### config.mk
export PLATFORM = sky130hd
export DESIGN_NAME = vid_lock_gate
export DESIGN_NICKNAME = d
export VERILOG_FILES = /design/src/rtl/vlg_pkg.sv /design/src/rtl/vlg_poldet.sv /design/src/rtl/vlg_measure.sv /design/src/rtl/vlg_gate.sv /design/src/rtl/vlg_regs.sv /design/src/rtl/vid_lock_gate.sv
export SDC_FILE = /design/constraint.sdc
export NUM_CORES = 1
export LEC_CHECK = 0
export CAP_MARGIN = 15
export CORE_MARGIN = 10
export CORE_UTILIZATION = 40
export DETAILED_ROUTE_END_ITERATION = 6
export DONT_BUFFER_PORTS = 1
export SLEW_MARGIN = 10
export SYNTH_ARGS = -nofsm -noshare
export SYNTH_HDL_FRONTEND = slang
export SYNTH_SLANG_ARGS = --single-unit
### constraint.sdc
create_clock -name clk -period 5.2 [get_ports clk]
set_input_delay 1.04 -clock clk [delete_from_list [all_inputs] [get_ports clk]]
set_output_delay 1.04 -clock clk [all_outputs]
set_load 0.02 [all_outputs]
### src/rtl/vlg_pkg.sv
`timescale 1ns/1ps
package vlg_pkg;
   // register addresses
   localparam logic [2:0] ADR_CTRL   = 3'd0;
   localparam logic [2:0] ADR_STAT   = 3'd1;
   localparam logic [2:0] ADR_MEAS_A = 3'd2;
   localparam logic [2:0] ADR_MEAS_B = 3'd3;
   localparam logic [2:0] ADR_REF_A  = 3'd4;
   localparam logic [2:0] ADR_REF_B  = 3'd5;

   typedef enum logic {G_HOLD = 1'b0, G_PASS = 1'b1} gate_st_e;

   // one frame's format, each field 16 bits wide
   typedef struct packed {
      logic [15:0] frm;
      logic [15:0] tot;
      logic [15:0] act;
      logic [15:0] wid;
   } fmt_s;
endpackage

### src/rtl/vlg_poldet.sv
`timescale 1ns/1ps
// Remembers how long each level of a sync line lasted; the shorter one is active.
module vlg_poldet #(
   parameter int RUN_W = 16
) (
   input  logic clk,
   input  logic rst_n,
   input  logic sync_raw,
   input  logic auto_en,
   output logic inv
);
   localparam logic [RUN_W-1:0] RUN_MAX = '1;

   logic             lvl_q;
   logic [RUN_W-1:0] run_q, len_hi_q, len_lo_q;

   always_ff @(posedge clk) begin
      if (!rst_n) begin
         lvl_q    <= 1'b0;
         run_q    <= '0;
         len_hi_q <= '0;
         len_lo_q <= '0;
      end else begin
         lvl_q <= sync_raw;
         if (sync_raw != lvl_q) begin
            if (lvl_q) len_hi_q <= run_q;
            else       len_lo_q <= run_q;
            run_q <= RUN_W'(1);
         end else if (run_q != RUN_MAX) begin
            run_q <= run_q + RUN_W'(1);
         end
      end
   end

   assign inv = auto_en && (len_hi_q > len_lo_q);
endmodule

### src/rtl/vlg_measure.sv
`timescale 1ns/1ps
module vlg_measure import vlg_pkg::*; #(
   parameter int LINE_W = 12
) (
   input  logic       clk,
   input  logic       rst_n,
   input  logic       hs_a,
   input  logic       vs_a,
   input  logic       de,
   input  logic [7:0] ilace_min,
   output fmt_s       meas,
   output logic       frm_tick,
   output logic       ilace
);
   localparam logic [LINE_W-1:0] L_ONE   = LINE_W'(1);
   localparam logic [15:0]       FRM_MAX = '1;
   localparam logic [7:0]        ALT_MAX = '1;

   logic              hs_q, vs_q, hs_start, vs_start, line_de, same, step1;
   logic [LINE_W-1:0] tot_c, act_c, wid_c, wid_hold;
   logic [LINE_W-1:0] m_tot, m_act, m_wid;
   logic [LINE_W-1:0] nxt_tot, nxt_act, nxt_wid;
   logic [15:0]       m_frm;
   logic [7:0]        alt_c;

   always_comb begin
      hs_start = hs_a & ~hs_q;
      vs_start = vs_a & ~vs_q;
      nxt_tot  = tot_c + (hs_start ? L_ONE : '0);
      nxt_act  = act_c + ((hs_start && line_de) ? L_ONE : '0);
      nxt_wid  = (hs_start && wid_c != '0) ? wid_c : wid_hold;
      same     = (nxt_tot == m_tot) && (nxt_act == m_act) && (nxt_wid == m_wid);
      step1    = (nxt_tot != '0) &&
                 ((nxt_tot == m_tot + L_ONE) || (m_tot == nxt_tot + L_ONE));
   end

   always_ff @(posedge clk) begin
      if (!rst_n) begin
         hs_q <= 1'b0;  vs_q <= 1'b0;  line_de <= 1'b0;  frm_tick <= 1'b0;
         tot_c <= '0;  act_c <= '0;  wid_c <= '0;  wid_hold <= '0;
         m_tot <= '0;  m_act <= '0;  m_wid <= '0;  m_frm <= '0;  alt_c <= '0;
      end else begin
         hs_q     <= hs_a;
         vs_q     <= vs_a;
         frm_tick <= vs_start;
         if (vs_start) begin
            m_tot <= nxt_tot;
            m_act <= nxt_act;
            m_wid <= nxt_wid;
            if (nxt_tot == '0)       m_frm <= '0;
            else if (!same)          m_frm <= 16'd1;
            else if (m_frm != FRM_MAX) m_frm <= m_frm + 16'd1;
            if (!step1)              alt_c <= '0;
            else if (alt_c != ALT_MAX) alt_c <= alt_c + 8'd1;
            tot_c    <= '0;
            act_c    <= '0;
            wid_hold <= '0;
            wid_c    <= de ? L_ONE : '0;
            line_de  <= de;
         end else begin
            tot_c <= nxt_tot;
            act_c <= nxt_act;
            if (hs_start) begin
               wid_hold <= nxt_wid;
               wid_c    <= de ? L_ONE : '0;
               line_de  <= de;
            end else begin
               wid_c   <= wid_c + (de ? L_ONE : '0);
               line_de <= line_de | de;
            end
         end
      end
   end

   always_comb begin
      meas.tot = 16'(m_tot);
      meas.act = 16'(m_act);
      meas.wid = 16'(m_wid);
      meas.frm = m_frm;
   end

   assign ilace = (ilace_min != 8'd0) && (alt_c >= ilace_min);

   AST_ACT_LE_TOT: assert property (@(posedge clk) disable iff (!rst_n)
      frm_tick |-> (meas.act <= meas.tot));
   AST_MEAS_HELD: assert property (@(posedge clk) disable iff (!rst_n)
      !frm_tick |-> $stable(meas));
   AST_EMPTY_FRAME: assert property (@(posedge clk) disable iff (!rst_n)
      (frm_tick && meas.tot == 16'd0) |-> (meas.frm == 16'd0));
endmodule

### src/rtl/vlg_gate.sv
`timescale 1ns/1ps
module vlg_gate import vlg_pkg::*; (
   input  logic clk,
   input  logic rst_n,
   input  logic frm_tick,
   input  logic enable,
   input  logic match,
   input  logic de_d,
   output logic streaming,
   output logic pix_valid,
   output logic pix_sof
);
   gate_st_e st_q;
   logic     sof_pend;

   always_ff @(posedge clk) begin
      if (!rst_n) begin
         st_q     <= G_HOLD;
         sof_pend <= 1'b0;
      end else if (frm_tick) begin
         st_q     <= (enable && match) ? G_PASS : G_HOLD;
         sof_pend <= 1'b1;
      end else if (pix_valid) begin
         sof_pend <= 1'b0;
      end
   end

   assign streaming = (st_q == G_PASS);
   assign pix_valid = streaming && de_d;
   assign pix_sof   = pix_valid && sof_pend;

   AST_START_ON_FRAME: assert property (@(posedge clk) disable iff (!rst_n)
      $rose(streaming) |-> $past(frm_tick));
   AST_STOP_ON_FRAME: assert property (@(posedge clk) disable iff (!rst_n)
      $fell(streaming) |-> $past(frm_tick));
   AST_SHUT_WHEN_OFF: assert property (@(posedge clk) disable iff (!rst_n)
      (frm_tick && !enable) |=> !streaming);
   AST_SOF_SINGLE: assert property (@(posedge clk) disable iff (!rst_n)
      (pix_sof && !frm_tick) |=> !pix_sof);
endmodule

### src/rtl/vlg_regs.sv
`timescale 1ns/1ps
module vlg_regs import vlg_pkg::*; (
   input  logic        clk,
   input  logic        rst_n,
   input  logic [2:0]  csr_addr,
   input  logic        csr_wr,
   input  logic [31:0] csr_wdata,
   output logic [31:0] csr_rdata,
   input  fmt_s        meas,
   input  logic        streaming,
   input  logic [1:0]  sync_inv,
   input  logic        ilace,
   output logic        enable,
   output logic        auto_pol,
   output logic [7:0]  ilace_min,
   output fmt_s        ref_fmt
);
   logic        clean_q;
   logic [31:0] ref_a_q, ref_b_q, rd_nxt;

   always_ff @(posedge clk) begin
      if (!rst_n) begin
         enable <= 1'b0;  clean_q <= 1'b0;  auto_pol <= 1'b0;  ilace_min <= '0;
         ref_a_q <= '0;   ref_b_q <= '0;
      end else if (csr_wr) begin
         case (csr_addr)
            ADR_CTRL: begin
               enable    <= csr_wdata[0];
               clean_q   <= csr_wdata[3];
               auto_pol  <= csr_wdata[4];
               ilace_min <= csr_wdata[23:16];
            end
            ADR_REF_A: ref_a_q <= csr_wdata;
            ADR_REF_B: ref_b_q <= csr_wdata;
            default: ;
         endcase
      end
   end

   always_comb begin
      case (csr_addr)
         ADR_CTRL:   rd_nxt = {8'd0, ilace_min, 11'd0, auto_pol, clean_q, 2'd0, enable};
         ADR_STAT:   rd_nxt = {27'd0, streaming, 1'b0, ilace, sync_inv};
         ADR_MEAS_A: rd_nxt = {meas.tot, meas.act};
         ADR_MEAS_B: rd_nxt = {meas.frm, meas.wid};
         ADR_REF_A:  rd_nxt = ref_a_q;
         ADR_REF_B:  rd_nxt = ref_b_q;
         default:    rd_nxt = '0;
      endcase
   end

   always_ff @(posedge clk) begin
      if (!rst_n) csr_rdata <= '0;
      else        csr_rdata <= rd_nxt;
   end

   always_comb begin
      ref_fmt.tot = ref_a_q[31:16];
      ref_fmt.act = ref_a_q[15:0];
      ref_fmt.frm = ref_b_q[31:16];
      ref_fmt.wid = ref_b_q[15:0];
   end

   AST_CTRL_EN_WRITE: assert property (@(posedge clk) disable iff (!rst_n)
      $past(csr_wr && csr_addr == ADR_CTRL) |-> (enable == $past(csr_wdata[0])));
endmodule

### src/rtl/vid_lock_gate.sv
`timescale 1ns/1ps
module vid_lock_gate import vlg_pkg::*; #(
   parameter int DATA_W     = 24,
   parameter int LINE_W     = 12,
   parameter int RUN_W      = 16,
   parameter bit POL_DETECT = 1'b1
) (
   input  logic              clk,
   input  logic              rst_n,
   input  logic [DATA_W-1:0] vid_data,
   input  logic              vid_hs,
   input  logic              vid_vs,
   input  logic              vid_de,
   output logic [DATA_W-1:0] pix_data,
   output logic              pix_valid,
   output logic              pix_sof,
   input  logic              pix_ready,
   input  logic [2:0]        csr_addr,
   input  logic              csr_wr,
   input  logic [31:0]       csr_wdata,
   output logic [31:0]       csr_rdata
);
   if (DATA_W < 1)                 begin : g_bad_data $error("DATA_W must be positive"); end
   if (LINE_W < 2 || LINE_W > 16)  begin : g_bad_line $error("LINE_W must be 2..16"); end
   if (RUN_W < 4)                  begin : g_bad_run  $error("RUN_W must be at least 4"); end

   logic [1:0]        sync_raw, sync_inv;
   logic              enable, auto_pol, frm_tick, ilace, match, streaming, de_d;
   logic [7:0]        ilace_min;
   logic [DATA_W-1:0] dat_d;
   fmt_s              meas, ref_fmt;

   assign sync_raw = {vid_vs, vid_hs};

   if (POL_DETECT) begin : g_pol
      for (genvar i = 0; i < 2; i++) begin : g_ch
         vlg_poldet #(.RUN_W(RUN_W)) u_det (
            .clk(clk), .rst_n(rst_n), .sync_raw(sync_raw[i]),
            .auto_en(auto_pol), .inv(sync_inv[i]));
      end
   end else begin : g_nopol
      assign sync_inv = 2'b00;
   end

   vlg_measure #(.LINE_W(LINE_W)) u_meas (
      .clk(clk), .rst_n(rst_n),
      .hs_a(vid_hs ^ sync_inv[0]), .vs_a(vid_vs ^ sync_inv[1]), .de(vid_de),
      .ilace_min(ilace_min), .meas(meas), .frm_tick(frm_tick), .ilace(ilace));

   always_comb begin
      match = ((ref_fmt.act == 16'd0) || (ref_fmt.act == meas.act)) &&
              ((ref_fmt.tot == 16'd0) || (ref_fmt.tot == meas.tot)) &&
              ((ref_fmt.wid == 16'd0) || (ref_fmt.wid == meas.wid)) &&
              ((ref_fmt.frm == 16'd0) || (meas.frm >= ref_fmt.frm));
   end

   always_ff @(posedge clk) begin
      if (!rst_n) begin
         dat_d <= '0;
         de_d  <= 1'b0;
      end else begin
         dat_d <= vid_data;
         de_d  <= vid_de;
      end
   end

   vlg_gate u_gate (
      .clk(clk), .rst_n(rst_n), .frm_tick(frm_tick), .enable(enable), .match(match),
      .de_d(de_d), .streaming(streaming), .pix_valid(pix_valid), .pix_sof(pix_sof));

   assign pix_data = dat_d;

   vlg_regs u_regs (
      .clk(clk), .rst_n(rst_n), .csr_addr(csr_addr), .csr_wr(csr_wr),
      .csr_wdata(csr_wdata), .csr_rdata(csr_rdata), .meas(meas),
      .streaming(streaming), .sync_inv(sync_inv), .ilace(ilace),
      .enable(enable), .auto_pol(auto_pol), .ilace_min(ilace_min), .ref_fmt(ref_fmt));

   AST_SINK_READY: assert property (@(posedge clk) disable iff (!rst_n)
      pix_valid |-> pix_ready);
   AST_NO_OUT_AFTER_RESET: assert property (@(posedge clk) disable iff (!rst_n)
      $rose(rst_n) |-> !pix_valid);
endmodule

==> flow_summary.toml <==
[status]
status = "finished clean"

[timing]
fin_worst_skew_ps = 15.0
rsz0062_at_grt = "no"
setup_tns_ps = 0
min_period_over_period_pct = 93.7
finalHoldViolCount = 0
slew_violations = 0
clock.fmax_mhz = 205
setup_ws_ps = 329
slew_headroom_pct = 24.9
setup_viol = 0
holdWs_ps = 469
worst_slew_pin_slew_ps = 1130
fin_crit_ps = 4870

[synth]
synth-async-reset-ratio_pct = 0
synthTopCellsByArea = "dfxtp_1, mux2i_1, nor2_1"
syn_nets = 2134
synth_ff_type = "dfxtp_1"
synth_edf_count = 0
yosysMostFrequentCell = "dfxtp_1"
synthCells = 1995
yosys_warnings = 0
synth_area_um2 = 17000
yosysSeqAreaShare_pct = 40.6
synth_top_area_share_pct = 40.6
avgSynthCellArea_um2 = 8.51
ys_ff_latch = 344
synthTopCellsByCount = "dfxtp_1, nor2_1, nand2_1, a21oi_1, mux2i_1"
synth_cell_type_count = 82
yosys.area.top_type = "dfxtp_1"

[critical_path]
cp_max_fo = 8
slowest_stage = "or4_4"
crit_family = "compound AO/OA/AOI/OAI gates"
criticalPathCategory = "register to register"
critPathMaxStageDelay_ps = 560
cp_common_cell = "ha_1"
path_cells = "inv_1, ha_1, nand4_2, a2111o_1, a31oi_4, xnor2_2, nor2_1, ha_1, ha_2, nand2_1, o31ai_1, a21oi_1, or4_4, a311o_1, a221oi_1, a2111oi_4, o31ai_4, nor3_1"
critPathArrivalTime_ps = 5260
required_ps = 5590
end_kind = "register"
crit_buf_inv = 1
cp-start-kind = "register"

[flow_run]
drv_cap = 0

[detailed_routing]
routed.top_layer = "met4"
drc = 0
viasPerCell = 5.45
drt-wirelength-per-cell_um = 18.1
wl_met1_um = 20900
wl_met2_um = 20600
vias = 13800
drt_first_pass_iters = 5
antenna_left = 0
met3_wirelength_um = 3360
drt_iter0_markers = 868
postRouteWirelength_um = 45600

[floorplan]
rows = 75
core_um2 = 41900
io_pins = 124
start_util_pct = 40.5
dieHeight_um = 226
dieArea_um2 = 51100
die_width_um = 226

[global_routing]
gr-total-overflow = 0
antenna_found_initial = 0
grt_max_degree = 73
groute.usage.overall_pct = 17.2
grt_pass1_wl_um = 71200
grt_pass1_vias = 13100

[final_layout]
nFillCells = 4056
diodes = 0
layout-drive-gt1-share_pct = 6.83
fin_nets = 2104
area_delta_synth_final_pct = 11.1

[hold_path]
hold_class = "register to register"

[cts]
cts_tree = "done"
holdBufCountCts = 0
insertion_delay_ps = 530
ctsHtreeMaxLevel = 2
cts-buffers-inserted = 37
path_clk_slew_ps = 60
clock-sinks = 344
cts_buffer_depth = 3
cts_root_buf = "clkbuf_16"

[placed_design]
globalplace.congestion = 0.856
port_buffers = 0
dp_hpwl_um = 32800
dpl_worst_slack_ps = 97.1

[power]
fin_total_pwr_mw = 5.90
peakVddDrop_uv = 253
p_leak_nw = 6.71
powerDensity_nw_per_um2 = 313
-- logic make-up after synthesis --
family	Yosys count	share of synthesized area, %
mux	130	7.70
xor+xnor	137	7.45
compound gates	330	13.1
simple gates	773	21.1
buf+inv	208	4.69
flops	344	40.6
fa+ha+maj	73	5.38
-- path summary, 6_finish.rpt --
kind,startpoint,to,slack [ps],depth (start not counted)
max,g_pol.g_ch[0].u_det.len_lo_q[15],u_meas.alt_c[5],330,18
min,u_regs.ref_a_q[31],u_regs.ref_a_q[31],470,2
max reg2reg,g_pol.g_ch[0].u_det.len_lo_q[15],u_meas.alt_c[5],330,18
min reg2reg,u_regs.ref_a_q[31],u_regs.ref_a_q[31],470,2
-- state kept, by name, indices dropped and copies added, names as in the netlist, 12 cells and up --
| signal | flops |
|---|---|
| pix_data | 24 |
| u_meas.wid_c | 12 |
| u_regs.ref_a_q | 32 |
| u_meas.tot_c | 12 |
| u_meas.act_c | 12 |
| u_regs.csr_rdata | 32 |
| u_regs.ref_b_q | 32 |
| g_pol.g_ch.u_det.len_lo_q | 32 |
| u_meas.wid_hold | 12 |
| u_meas.m_frm | 16 |
| g_pol.g_ch.u_det.run_q | 32 |
| u_meas.m_act | 12 |
| u_meas.m_wid | 12 |
| g_pol.g_ch.u_det.len_hi_q | 32 |
| u_meas.m_tot | 12 |
-- worst register-to-register path, delay by kind of cell, from the launching register on --
family          cells  cell delay [ps]
compound gates      8             2360
buf+inv             1               50
xor+xnor            1              100
flops               1              330
fa+ha+maj           3              810
simple gates        5             1100
-- metal layers --
| layer | up-vias | global-route usage (%) |
|---|---|---|
| li1 | 6827 | - |
| met1 | 6563 | 23.0 |
| met2 | 339 | 26.9 |
| met3 | 66 | 4.44 |
| met4 | 0 | 4.44 |
| met5 | - | 0 |
-- timing repair --
| action | in CTS | in global routing |
|---|---|---|
| buffers inserted | 0 | 4 |
| gates resized for setup | 0 | 6 |
| endpoints found under the setup margin | 0 | 18 |
-- report_power, final --
group / internal (mW) / leakage (nW) / total (mW) / switching [mW]
logic: 0.185 / 3.34 / 0.436 / 0.250
registers: 2.69 / 2.79 / 2.79 / 0.0998
clock network: 1.60 / 0.586 / 2.67 / 1.07
total: 4.48 / 6.71 / 5.90 / 1.42
-- area by class of cell --
| class | instances | area (um2) | share of cell area, % |
|---|---|---|---|
| multi-input cells | 1444 | 9350 | 49.6 |
| clock inverters | 13 | 183 | 0.969 |
| well taps | 539 | 674 | 3.58 |
| inverters | 90 | 343 | 1.82 |
| clock buffers | 51 | 1040 | 5.51 |
| flip-flops and latches | 344 | 6890 | 36.5 |
| repair buffers | 48 | 380 | 2.02 |
-- cell usage in the layout, fill, tap and decap left out, types with 22 or more instances in the layout --
cell       netlist  layout
mux2i_1        126     125
and3_1          22      22
nand4_1         40      40
inv_1           89      89
nor2_1         264     263
clkbuf_16        0      37
nand2_1        240     240
xor2_1          41      40
nand3_1         46      46
dfxtp_1        344     344
nor4_1          32      31
a21o_1          24      24
xnor2_1         90      90
ha_1            73      72
a21oi_1        140     140
buf_4            0      47
a211oi_1        37      37
and2_1          36      36
nor3_1          26      26
-- per-stage QoR --
stage	area (um2)	utilization [%]	std cells
detailed placement	17500	41.8	2459
finish	18900	44.9	2529
global placement	17500	41.8	2459
floorplan	17000	-	1995
global route	18900	44.9	2529
CTS	18700	44.7	2523
Power figures use the tool's default switching activity.
